<file path="config.mk">
export PLATFORM = sky130hd
export DESIGN_NAME = ctxsv_seq
export DESIGN_NICKNAME = d
export VERILOG_FILES = /design/src/rtl/ctxsv_pkg.sv /design/src/rtl/ctxsv_xbank.sv /design/src/rtl/ctxsv_outstanding.sv /design/src/rtl/ctxsv_seq.sv
export SDC_FILE = /design/constraint.sdc
export NUM_CORES = 1
export LEC_CHECK = 0
export BUFFER_PORTS_ARGS = -buffer_cell sky130_fd_sc_hd__clkbuf_2
export CAP_MARGIN = 10
export CORE_ASPECT_RATIO = 1.1
export CORE_MARGIN = 5
export CORE_UTILIZATION = 40
export CTS_BUF_LIST = sky130_fd_sc_hd__clkbuf_16
export CTS_CLUSTER_SIZE = 25
export DETAILED_ROUTE_END_ITERATION = 8
export HOLD_SLACK_MARGIN = 0.03
export PLACE_DENSITY = 0.56
export SYNTH_ARGS = -nofsm -noshare
export SYNTH_HDL_FRONTEND = slang
export SYNTH_SLANG_ARGS = --single-unit
</file>
<file path="constraint.sdc">
create_clock -name clk -period 7.6 [get_ports clk]
set_input_delay 0.76 -clock clk [delete_from_list [all_inputs] [get_ports clk]]
set_output_delay 0.76 -clock clk [all_outputs]
set_load 0.005 [all_outputs]
</file>
<file path="src/rtl/ctxsv_pkg.sv">
package ctxsv_pkg;
    localparam int unsigned NREGS = 256;
    localparam int unsigned BLK   = 32;
    localparam int unsigned DW    = 64;
    localparam int unsigned NXR   = NREGS / BLK;
    localparam int unsigned RIW   = $clog2(NREGS);
    localparam int unsigned XIW   = $clog2(NXR);
    localparam int unsigned BIW   = $clog2(BLK);
    localparam int unsigned MAW   = $clog2(NREGS + NXR);
    localparam int unsigned XWW   = 2 * BLK;
    localparam int unsigned CNTW  = MAW + 1;

    typedef enum logic [3:0] {
        PH_IDLE,
        PH_SV_DATA,
        PH_SV_SYNC,
        PH_SV_XTRA,
        PH_SV_DRAIN,
        PH_RS_XTRA,
        PH_RS_SYNC,
        PH_RS_DATA,
        PH_RS_DRAIN
    } phase_e;

    typedef struct packed {
        logic           we;
        logic [MAW-1:0] addr;
        logic [DW-1:0]  wdata;
    } mreq_t;

    function automatic logic [XIW-1:0] xreg_of(input logic [RIW-1:0] r);
        return r[RIW-1:BIW];
    endfunction

    function automatic logic [BIW-1:0] slot_of(input logic [RIW-1:0] r);
        return r[BIW-1:0];
    endfunction

    function automatic logic [MAW-1:0] xaddr(input logic [XIW-1:0] k);
        return MAW'(NREGS) + MAW'(k);
    endfunction
endpackage

</file>
<file path="src/rtl/ctxsv_xbank.sv">
module ctxsv_xbank
    import ctxsv_pkg::*;
#(
    parameter bit SHARED = 1'b1
) (
    input  logic           clk,
    input  logic           rst,
    input  logic           cap_en,
    input  logic [RIW-1:0] cap_reg,
    input  logic           cap_c,
    input  logic           cap_v,
    input  logic           ld_en,
    input  logic [XIW-1:0] ld_idx,
    input  logic [XWW-1:0] ld_word,
    input  logic [XIW-1:0] rd_idx,
    output logic [XWW-1:0] rd_word,
    input  logic [RIW-1:0] fl_reg,
    output logic           fl_c,
    output logic           fl_v
);
    if (SHARED) begin : g_shared
        logic [XWW-1:0] bank [NXR];

        always_ff @(posedge clk) begin
            if (rst) begin
                for (int unsigned i = 0; i < NXR; i++) bank[i] <= '0;
            end else begin
                if (cap_en)
                    bank[xreg_of(cap_reg)][{slot_of(cap_reg), 1'b0} +: 2] <= {cap_v, cap_c};
                if (ld_en)
                    bank[ld_idx] <= ld_word;
            end
        end

        assign rd_word = bank[rd_idx];
        assign fl_c    = bank[xreg_of(fl_reg)][{slot_of(fl_reg), 1'b0}];
        assign fl_v    = bank[xreg_of(fl_reg)][{slot_of(fl_reg), 1'b1}];
    end else begin : g_split
        logic [XWW-1:0] sv_bank [NXR];
        logic [XWW-1:0] rs_bank [NXR];

        always_ff @(posedge clk) begin
            if (rst) begin
                for (int unsigned i = 0; i < NXR; i++) begin
                    sv_bank[i] <= '0;
                    rs_bank[i] <= '0;
                end
            end else begin
                if (cap_en)
                    sv_bank[xreg_of(cap_reg)][{slot_of(cap_reg), 1'b0} +: 2] <= {cap_v, cap_c};
                if (ld_en)
                    rs_bank[ld_idx] <= ld_word;
            end
        end

        assign rd_word = sv_bank[rd_idx];
        assign fl_c    = rs_bank[xreg_of(fl_reg)][{slot_of(fl_reg), 1'b0}];
        assign fl_v    = rs_bank[xreg_of(fl_reg)][{slot_of(fl_reg), 1'b1}];
    end
endmodule

</file>
<file path="src/rtl/ctxsv_outstanding.sv">
module ctxsv_outstanding
    import ctxsv_pkg::*;
(
    input  logic            clk,
    input  logic            rst,
    input  logic            issue,
    input  logic            retire,
    output logic [CNTW-1:0] cnt,
    output logic            none
);
    always_ff @(posedge clk) begin
        if (rst) begin
            cnt <= '0;
        end else begin
            case ({issue, retire})
                2'b10:   cnt <= cnt + 1'b1;
                2'b01:   cnt <= cnt - 1'b1;
                default: cnt <= cnt;
            endcase
        end
    end

    assign none = (cnt == '0);
endmodule

</file>
<file path="src/rtl/ctxsv_seq.sv">
module ctxsv_seq
    import ctxsv_pkg::*;
#(
    parameter bit SHARED_XBANK = 1'b1
) (
    input  logic           clk,
    input  logic           rst,
    input  logic           start_save,
    input  logic           start_restore,
    output logic           busy,
    output logic           done,
    output logic [RIW-1:0] rf_rd_addr,
    input  logic [DW-1:0]  rf_rd_data,
    input  logic           rf_rd_carry,
    input  logic           rf_rd_ovf,
    output logic           rf_wr_en,
    output logic [RIW-1:0] rf_wr_addr,
    output logic [DW-1:0]  rf_wr_data,
    output logic           rf_wr_carry,
    output logic           rf_wr_ovf,
    output logic           mem_valid,
    input  logic           mem_ready,
    output logic           mem_we,
    output logic [MAW-1:0] mem_addr,
    output logic [DW-1:0]  mem_wdata,
    input  logic           mem_rsp_valid,
    input  logic [DW-1:0]  mem_rdata
);
    phase_e          ph;
    logic [RIW-1:0]  req_idx;
    logic [RIW-1:0]  rsp_idx;
    mreq_t           req;
    logic            req_on;
    logic            issue;
    logic            last_data;
    logic            last_x;
    logic            none_out;
    logic [CNTW-1:0] out_cnt;
    logic [XWW-1:0]  xb_rd_word;
    logic            fl_c;
    logic            fl_v;
    logic            rs_fill;

    assign issue     = req_on & mem_ready;
    assign last_data = (req_idx == RIW'(NREGS - 1));
    assign last_x    = (req_idx == RIW'(NXR - 1));
    assign rs_fill   = (ph == PH_RS_XTRA) || (ph == PH_RS_SYNC);

    always_comb begin
        req    = '0;
        req_on = 1'b0;
        unique case (ph)
            PH_SV_DATA: begin
                req_on    = 1'b1;
                req.we    = 1'b1;
                req.addr  = MAW'(req_idx);
                req.wdata = rf_rd_data;
            end
            PH_SV_XTRA: begin
                req_on    = 1'b1;
                req.we    = 1'b1;
                req.addr  = xaddr(req_idx[XIW-1:0]);
                req.wdata = DW'(xb_rd_word);
            end
            PH_RS_XTRA: begin
                req_on   = 1'b1;
                req.addr = xaddr(req_idx[XIW-1:0]);
            end
            PH_RS_DATA: begin
                req_on   = 1'b1;
                req.addr = MAW'(req_idx);
            end
            default: ;
        endcase
    end

    assign mem_valid  = req_on;
    assign mem_we     = req.we;
    assign mem_addr   = req.addr;
    assign mem_wdata  = req.wdata;
    assign rf_rd_addr = req_idx;
    assign busy       = (ph != PH_IDLE);

    assign rf_wr_en    = mem_rsp_valid && ((ph == PH_RS_DATA) || (ph == PH_RS_DRAIN));
    assign rf_wr_addr  = rsp_idx;
    assign rf_wr_data  = mem_rdata;
    assign rf_wr_carry = fl_c;
    assign rf_wr_ovf   = fl_v;

    ctxsv_outstanding u_out (
        .clk    (clk),
        .rst    (rst),
        .issue  (issue),
        .retire (mem_rsp_valid),
        .cnt    (out_cnt),
        .none   (none_out)
    );

    ctxsv_xbank #(.SHARED(SHARED_XBANK)) u_xbank (
        .clk     (clk),
        .rst     (rst),
        .cap_en  (issue && (ph == PH_SV_DATA)),
        .cap_reg (req_idx),
        .cap_c   (rf_rd_carry),
        .cap_v   (rf_rd_ovf),
        .ld_en   (mem_rsp_valid && rs_fill),
        .ld_idx  (rsp_idx[XIW-1:0]),
        .ld_word (mem_rdata[XWW-1:0]),
        .rd_idx  (req_idx[XIW-1:0]),
        .rd_word (xb_rd_word),
        .fl_reg  (rsp_idx),
        .fl_c    (fl_c),
        .fl_v    (fl_v)
    );

    always_ff @(posedge clk) begin
        if (rst) begin
            ph      <= PH_IDLE;
            req_idx <= '0;
            rsp_idx <= '0;
            done    <= 1'b0;
        end else begin
            done <= 1'b0;
            if (mem_rsp_valid) rsp_idx <= rsp_idx + 1'b1;
            unique case (ph)
                PH_IDLE: begin
                    req_idx <= '0;
                    rsp_idx <= '0;
                    if (start_save)         ph <= PH_SV_DATA;
                    else if (start_restore) ph <= PH_RS_XTRA;
                end
                PH_SV_DATA, PH_RS_DATA: begin
                    if (issue) begin
                        req_idx <= last_data ? '0 : req_idx + 1'b1;
                        if (last_data) ph <= (ph == PH_SV_DATA) ? PH_SV_SYNC : PH_RS_DRAIN;
                    end
                end
                PH_SV_XTRA, PH_RS_XTRA: begin
                    if (issue) begin
                        req_idx <= last_x ? '0 : req_idx + 1'b1;
                        if (last_x) ph <= (ph == PH_SV_XTRA) ? PH_SV_DRAIN : PH_RS_SYNC;
                    end
                end
                PH_SV_SYNC: begin
                    if (none_out) ph <= PH_SV_XTRA;
                end
                PH_RS_SYNC: begin
                    if (none_out) begin
                        ph      <= PH_RS_DATA;
                        rsp_idx <= '0;
                    end
                end
                PH_SV_DRAIN, PH_RS_DRAIN: begin
                    if (none_out) begin
                        done <= 1'b1;
                        ph   <= PH_IDLE;
                    end
                end
                default: ph <= PH_IDLE;
            endcase
        end
    end
endmodule

</file>
# Word-level counts from Yosys, hierarchy flattened
# Memories as Yosys holds them, arrays and structs flattened. A register that Yosys moved wholly into a read port is not among the register bits.
# Index checks and enable logic that the tools add are counted.
# op_classes
muxes	47
shift	2
eq_ne	20
order_cmp	2
reduce_logical	20
bitwise	2
addsub	6
# ops
operator	count
$mux 64	5
$pmux 64 s2	1
$reduce_or 64->1	2
$shift 2x8->64 const A	1
$shiftx 2x8->64	1
$mux 8	6
$mux 4	10
$pmux 4 s6	1
$pmux 8 s3	1
$pmux 10 s2	1
$pmux 9 s2	1
$add 8x1->8 const B	2
$eq 4x3->1 const B	4
$pmux 8 s2	1
$mux 3	5
$lt 6x7->1 const B	2
$mux 1	12
$add 10x1->10 const B	1
$bmux 1 s5	2
$logic_not 10->1	1
$reduce_or 2->1	5
$sub 10x1->10 const B	1
$add 9x3->9 const A	1
$eq 4x2->1 const B	2
other kinds (22)	30
# totals
word_cells	105
register_bits	31
out_inout_bits	160
mem_bits_rw	512
in_bits	136
n_memories	1
# mem_list
name	words	width	rd	rd_clocked_by_memory_dff	wr	line_no	rtl
u_xbank.g_shared.bank	8	64	2	2	8	ctxsv_xbank.sv:22	logic [XWW-1:0] bank [NXR];

# Longest topological paths before layout
# logic_depth
word_depth	11
ltp_mapped	16

# Hierarchy
# From an unflattened synthesis, not the netlist that was laid out.
# hier_totals
cells_unflattened	3415
hier_area_um2	35381.4
# modules_own_cells
mod	instances	area_per_inst_um2	cells_each	seq_area_each_um2
ctxsv_xbank	1	31742.9	2925	15374.7
ctxsv_seq	1	2672.6	368	420.4
ctxsv_outstanding	1	965.9	122	200.2

# Worst setup path before layout
# Ideal clock, no wire load.
# synth_path
kind	reg2reg
start	reg ph[3]
end	reg u_out.cnt[6]
n_path_buf	3
arrival_ps	3647
setup_time_ps	121
slack_ps	3832
path_stages_with_launch	16
required_ps	7479
cell_sequence	dfxtp_1 > nand2b_1 > inv_1 > clkbuf_1 > nand2_1 > ha_1 > clkbuf_1 > buf_1 > xor2_1 > ha_1 > a21oi_1 > o31ai_1 > a221oi_1 > o21ai_0 > a211oi_1 > mux2_2
# synth_between
elab_chain_len	6
word_cells_on_any_way	11
# synth_lines
item	line_no	rtl
start: declaration	ctxsv_seq.sv:29	phase_e ph;
start signal: assignment	ctxsv_seq.sv:135	if (last_data) ph <= (ph == PH_SV_DATA) ? PH_SV_SYNC : PH_RS_DRAIN;
start signal: assignment	ctxsv_seq.sv:141	if (last_x) ph <= (ph == PH_SV_XTRA) ? PH_SV_DRAIN : PH_RS_SYNC;
$eq 4x3->1 (tied with other cells)	ctxsv_seq.sv:52	unique case (ph)
$reduce_or 4->1 (no source line) *	n/a	
$mux 1 *	ctxsv_seq.sv:52	
via mem_valid	ctxsv_seq.sv:21	output logic mem_valid,
$and 1x1->1 *	ctxsv_seq.sv:44	assign issue = req_on & mem_ready;
$eq 2x1->1 or $eq 2x2->1 (tied branches)	ctxsv_outstanding.sv:15	case ({issue, retire})
$pmux 10 s2 or $reduce_bool 2->1 (tied branches)	n/a	
end signal: assignment	ctxsv_outstanding.sv:16	2'b10: cnt <= cnt + 1'b1;
end signal: assignment	ctxsv_outstanding.sv:17	2'b01: cnt <= cnt - 1'b1;
end signal: assignment	ctxsv_outstanding.sv:18	default: cnt <= cnt;
end: declaration	ctxsv_outstanding.sv:8	output logic [CNTW-1:0] cnt,
# Mark *: on every way through the listed nets, which the timed path passes. The rest lies on a longest branch.
# A chain may end at the register's enable or synchronous reset.

==> impl_results.md <==
* Fraction of the yosys area taken by sequential cells at between 40% and 50%
* Synth area leaders: edfxtp_1 (47%), mux4_2 (16%), nor2_1 (4.4%)
* Setup Fix Bufs, Post-CTS at 0
* Detailed placement HPWL at 75.0 mm
* Primary FF master, synth: edfxtp_1
* Hold Violations, Final at 0
* Starting Density at 40.4%
* Synthesized instance count at 2827
* Crit-path slowest cell: dfxtp_4
* DP Worst Slack at 3210 ps
* Run status: completed
* GRT Total Usage at 23.9%
* I/O pins at roughly 300
* Final worst slack at 2420 ps
* Count leader, synth: edfxtp_1
* DRC violations left at 0
* Synth Warn # at 0
* Worst-margin pin slew at ~1300 ps
* CTS tree: yes
* Post-synth top area share at 46.5%
* Mean Syn Cell Area at 11.7 µm²
* Number of enable-type register cells in the synthesized netlist at 512
* Clock Path Buffers at 3
* Cell family with most CP delay: compound AO/OA/AOI/OAI gates
* Die Y at 311 µm
* CP Cell Sequence: buf_4, nor2b_1, a221oi_1, o21ai_0, a211oi_1, o41ai_1, o211ai_1, clkbuf_2
* Commonest cells in the netlist: edfxtp_1 (512), nor2_1 (383), nand2_1 (272)
* Register cell area after layout at roughly 16000 µm²
* Hold_buf cts at 0
* Fraction of layout cells with a size suffix above 1 at 24.6%
* Setup TNS at 0 ps
* Period utilization at 68.2%
* Maximum vdd drop at 0.000185 V
* Clk root buf: clkbuf_16
* Crit start category: register
* Number of H-tree levels at 2
* Share of flip-flops with an asynchronous set or reset at 0%
* CP Max Fanout at 53
* Core ar. at between 80000 and 90000 µm²
* Final Skew at 23.4 ps
* Largest area contributor in the synthesized netlist: edfxtp_1
* CTS sink count at around 550
* CTS buffer count at between 50 and 60
* Cell row count at 110
* Die area at 88500 µm²
* DR WL/cell at around 27 µm
* Max Fclk at slightly below 0.2 GHz
* Max capacitance violation total at 0
* Crit path DAT at 4420 ps
* Setup CP Type: reg2out
* Yosys cell types at 86
* Via/cell ratio at 6.16
* Unrepaired setup endpoints after global routing: no
* Post-CTS Resized at 0
* Net Count, Synth at 2972
* Slew margin rel. at 12.7%
* Die W at approximately 280 µm
* Leakage at between 10 and 15 nW
* Slowest Stage Delay on Critical Path at 930 ps
* Area added between synthesis and finish at 11.0%
* Via Count at between 20k and 25k
* Worst skew pair latency at roughly 640 ps
* Worst-path clk slew at approximately 70 ps
* Antenna viol nets, final at 0
* Period minus WS final at 5180 ps
* Gpl congestion at 0.884
* Drt first pass iters at 8
* Initial antenna violation count at 2
* PwrDens at ~220 nW/µm²
* Fillers at 7404
* Crit end category: primary output
* Inserted Diodes at 0
* Largest net degree at the start of global routing at about 120
* Vias in the first global route at around 25k
* Final setup violation count at 0
* Final nets at around 3.1k
* DR iter-0 viols at 2710
* Critical Path RT at 6840 ps
* Area of the multi-input gates at 15400 µm²
* Routed WL at 110 mm
* Netlist Area Pre-Place at 33000 µm²
* Total gr overflow at 0
* Yosys reg bits at 546
* Bufs and invs on worst path at 2
* Hold Crit Class: in2reg
* First-pass GRT wire length at 160 mm
* Number of I/O port buffers at 295
* Final Max Slew Viols at 0
worst reg2reg max path: stages (launching register included):
cell      delay [ps]
dfxtp_1          480
nand2b_1         270
inv_1            210
nand2_1          220
ha_1             770
xor2_1           150
ha_1             220
a21oi_1          350
o31ai_1          110
a221oi_1         510
o21ai_0          140
a211oi_1         290
mux2_2           360
stage by stage:
step	hold WS, ps	cell area (µm²)	cells	utilization (%)	power [mW]
final	485	36700	4033	44.8	8.17
after global routing	471	36700	4033	44.8	8.49
after CTS	449	36700	4031	44.8	8.22
after detailed placement	563	34700	3927	42.4	5.25
after global placement	551	34700	3927	42.4	5.22
after floorplan	524	33000	2827	-	4.66
path summary, 6_finish.rpt:
check | startpoint | end | slack, ps | cells past startpoint
worst max-delay path | rf_wr_addr[6] | rf_wr_ovf | 2420 | 8
worst max register to register | ph[3] | u_out.cnt[6] | 3400 | 12
worst min-delay path | mem_ready | register | 480 | 3
worst min register to register | u_out.cnt[9] | u_out.cnt[9] | 570 | 2
flip-flops by register name (all words and copies together), names as in the netlist, named ones only:
name and flops:
rf_wr_addr 8, u_xbank.g_shared.bank 512, rf_rd_addr 8, done 1, ph 4, u_out.cnt 10
routing by layer:
metal  global-route usage (%)  up-vias  part of all wire [%]
met2                     39.7     1212                    48
met3                     4.49      208                   8.8
met1                     31.4    12500                    39
met5                        0        -                 0.031
li1                         -    10900                     -
met4                     8.80        4                   4.1
layout by cell type (no fill, tap or decap), types with 5 or more instances in the layout:
| master | Yosys | layout |
|---|---|---|
| a31oi_2 | 5 | 9 |
| or3_1 | 10 | 10 |
| clkbuf_16 | 0 | 60 |
| clkinv_2 | 0 | 6 |
| nand2b_1 | 170 | 170 |
| inv_1 | 14 | 25 |
| a22oi_1 | 71 | 71 |
| ha_1 | 9 | 9 |
| o21bai_1 | 106 | 106 |
| a21o_1 | 7 | 7 |
| xnor2_1 | 13 | 13 |
| dfxtp_1 | 34 | 27 |
| clkinv_1 | 1 | 11 |
| a31oi_1 | 12 | 8 |
| clkbuf_2 | 0 | 294 |
| o21ai_1 | 13 | 13 |
| nand3_1 | 14 | 14 |
| dfxtp_4 | 0 | 5 |
| xor2_1 | 7 | 7 |
| nand2_1 | 272 | 271 |
| edfxtp_1 | 512 | 512 |
| o211ai_1 | 9 | 9 |
| nor2b_1 | 11 | 11 |
| mux4_2 | 241 | 241 |
| o21ai_0 | 84 | 84 |
| mux2i_1 | 118 | 118 |
| nand4_1 | 7 | 7 |
| and3_1 | 11 | 11 |
| nor2_1 | 383 | 382 |
| nor4_1 | 7 | 7 |
| nor2_4 | 8 | 8 |
| buf_4 | 74 | 40 |
| a221oi_1 | 15 | 15 |
| bufinv_16 | 0 | 10 |
| and2_1 | 7 | 7 |
| a21oi_1 | 38 | 38 |
| nor3_1 | 217 | 215 |
| mux2_2 | 13 | 13 |
logic make-up after synthesis:
logic type / synth area share, %
xor+xnor: 0.530
mux: 20.6
simple gates: 16.1
buf+inv: 4.95
flops: 48.6
compound gates: 8.86
fa+ha+maj: 0.341
power by group:
part	switching (mW)	leakage [nW]	internal (mW)
Clock	1.23	1.00	1.76
Sequential	0.146	5.57	3.42
Combinational	0.980	5.14	0.640
Total	2.35	11.7	5.82
cell type report:
cell class              instances  share of cell area (%)
repair buffers                339                    5.03
clock inverters                44                    1.30
flip-flops and latches        546                    43.8
multi-input cells            1964                    42.0
clock buffers                  60                    4.09
well taps                    1064                    3.63
inverters                      16                   0.164
(Power assumes the default switching activity.)
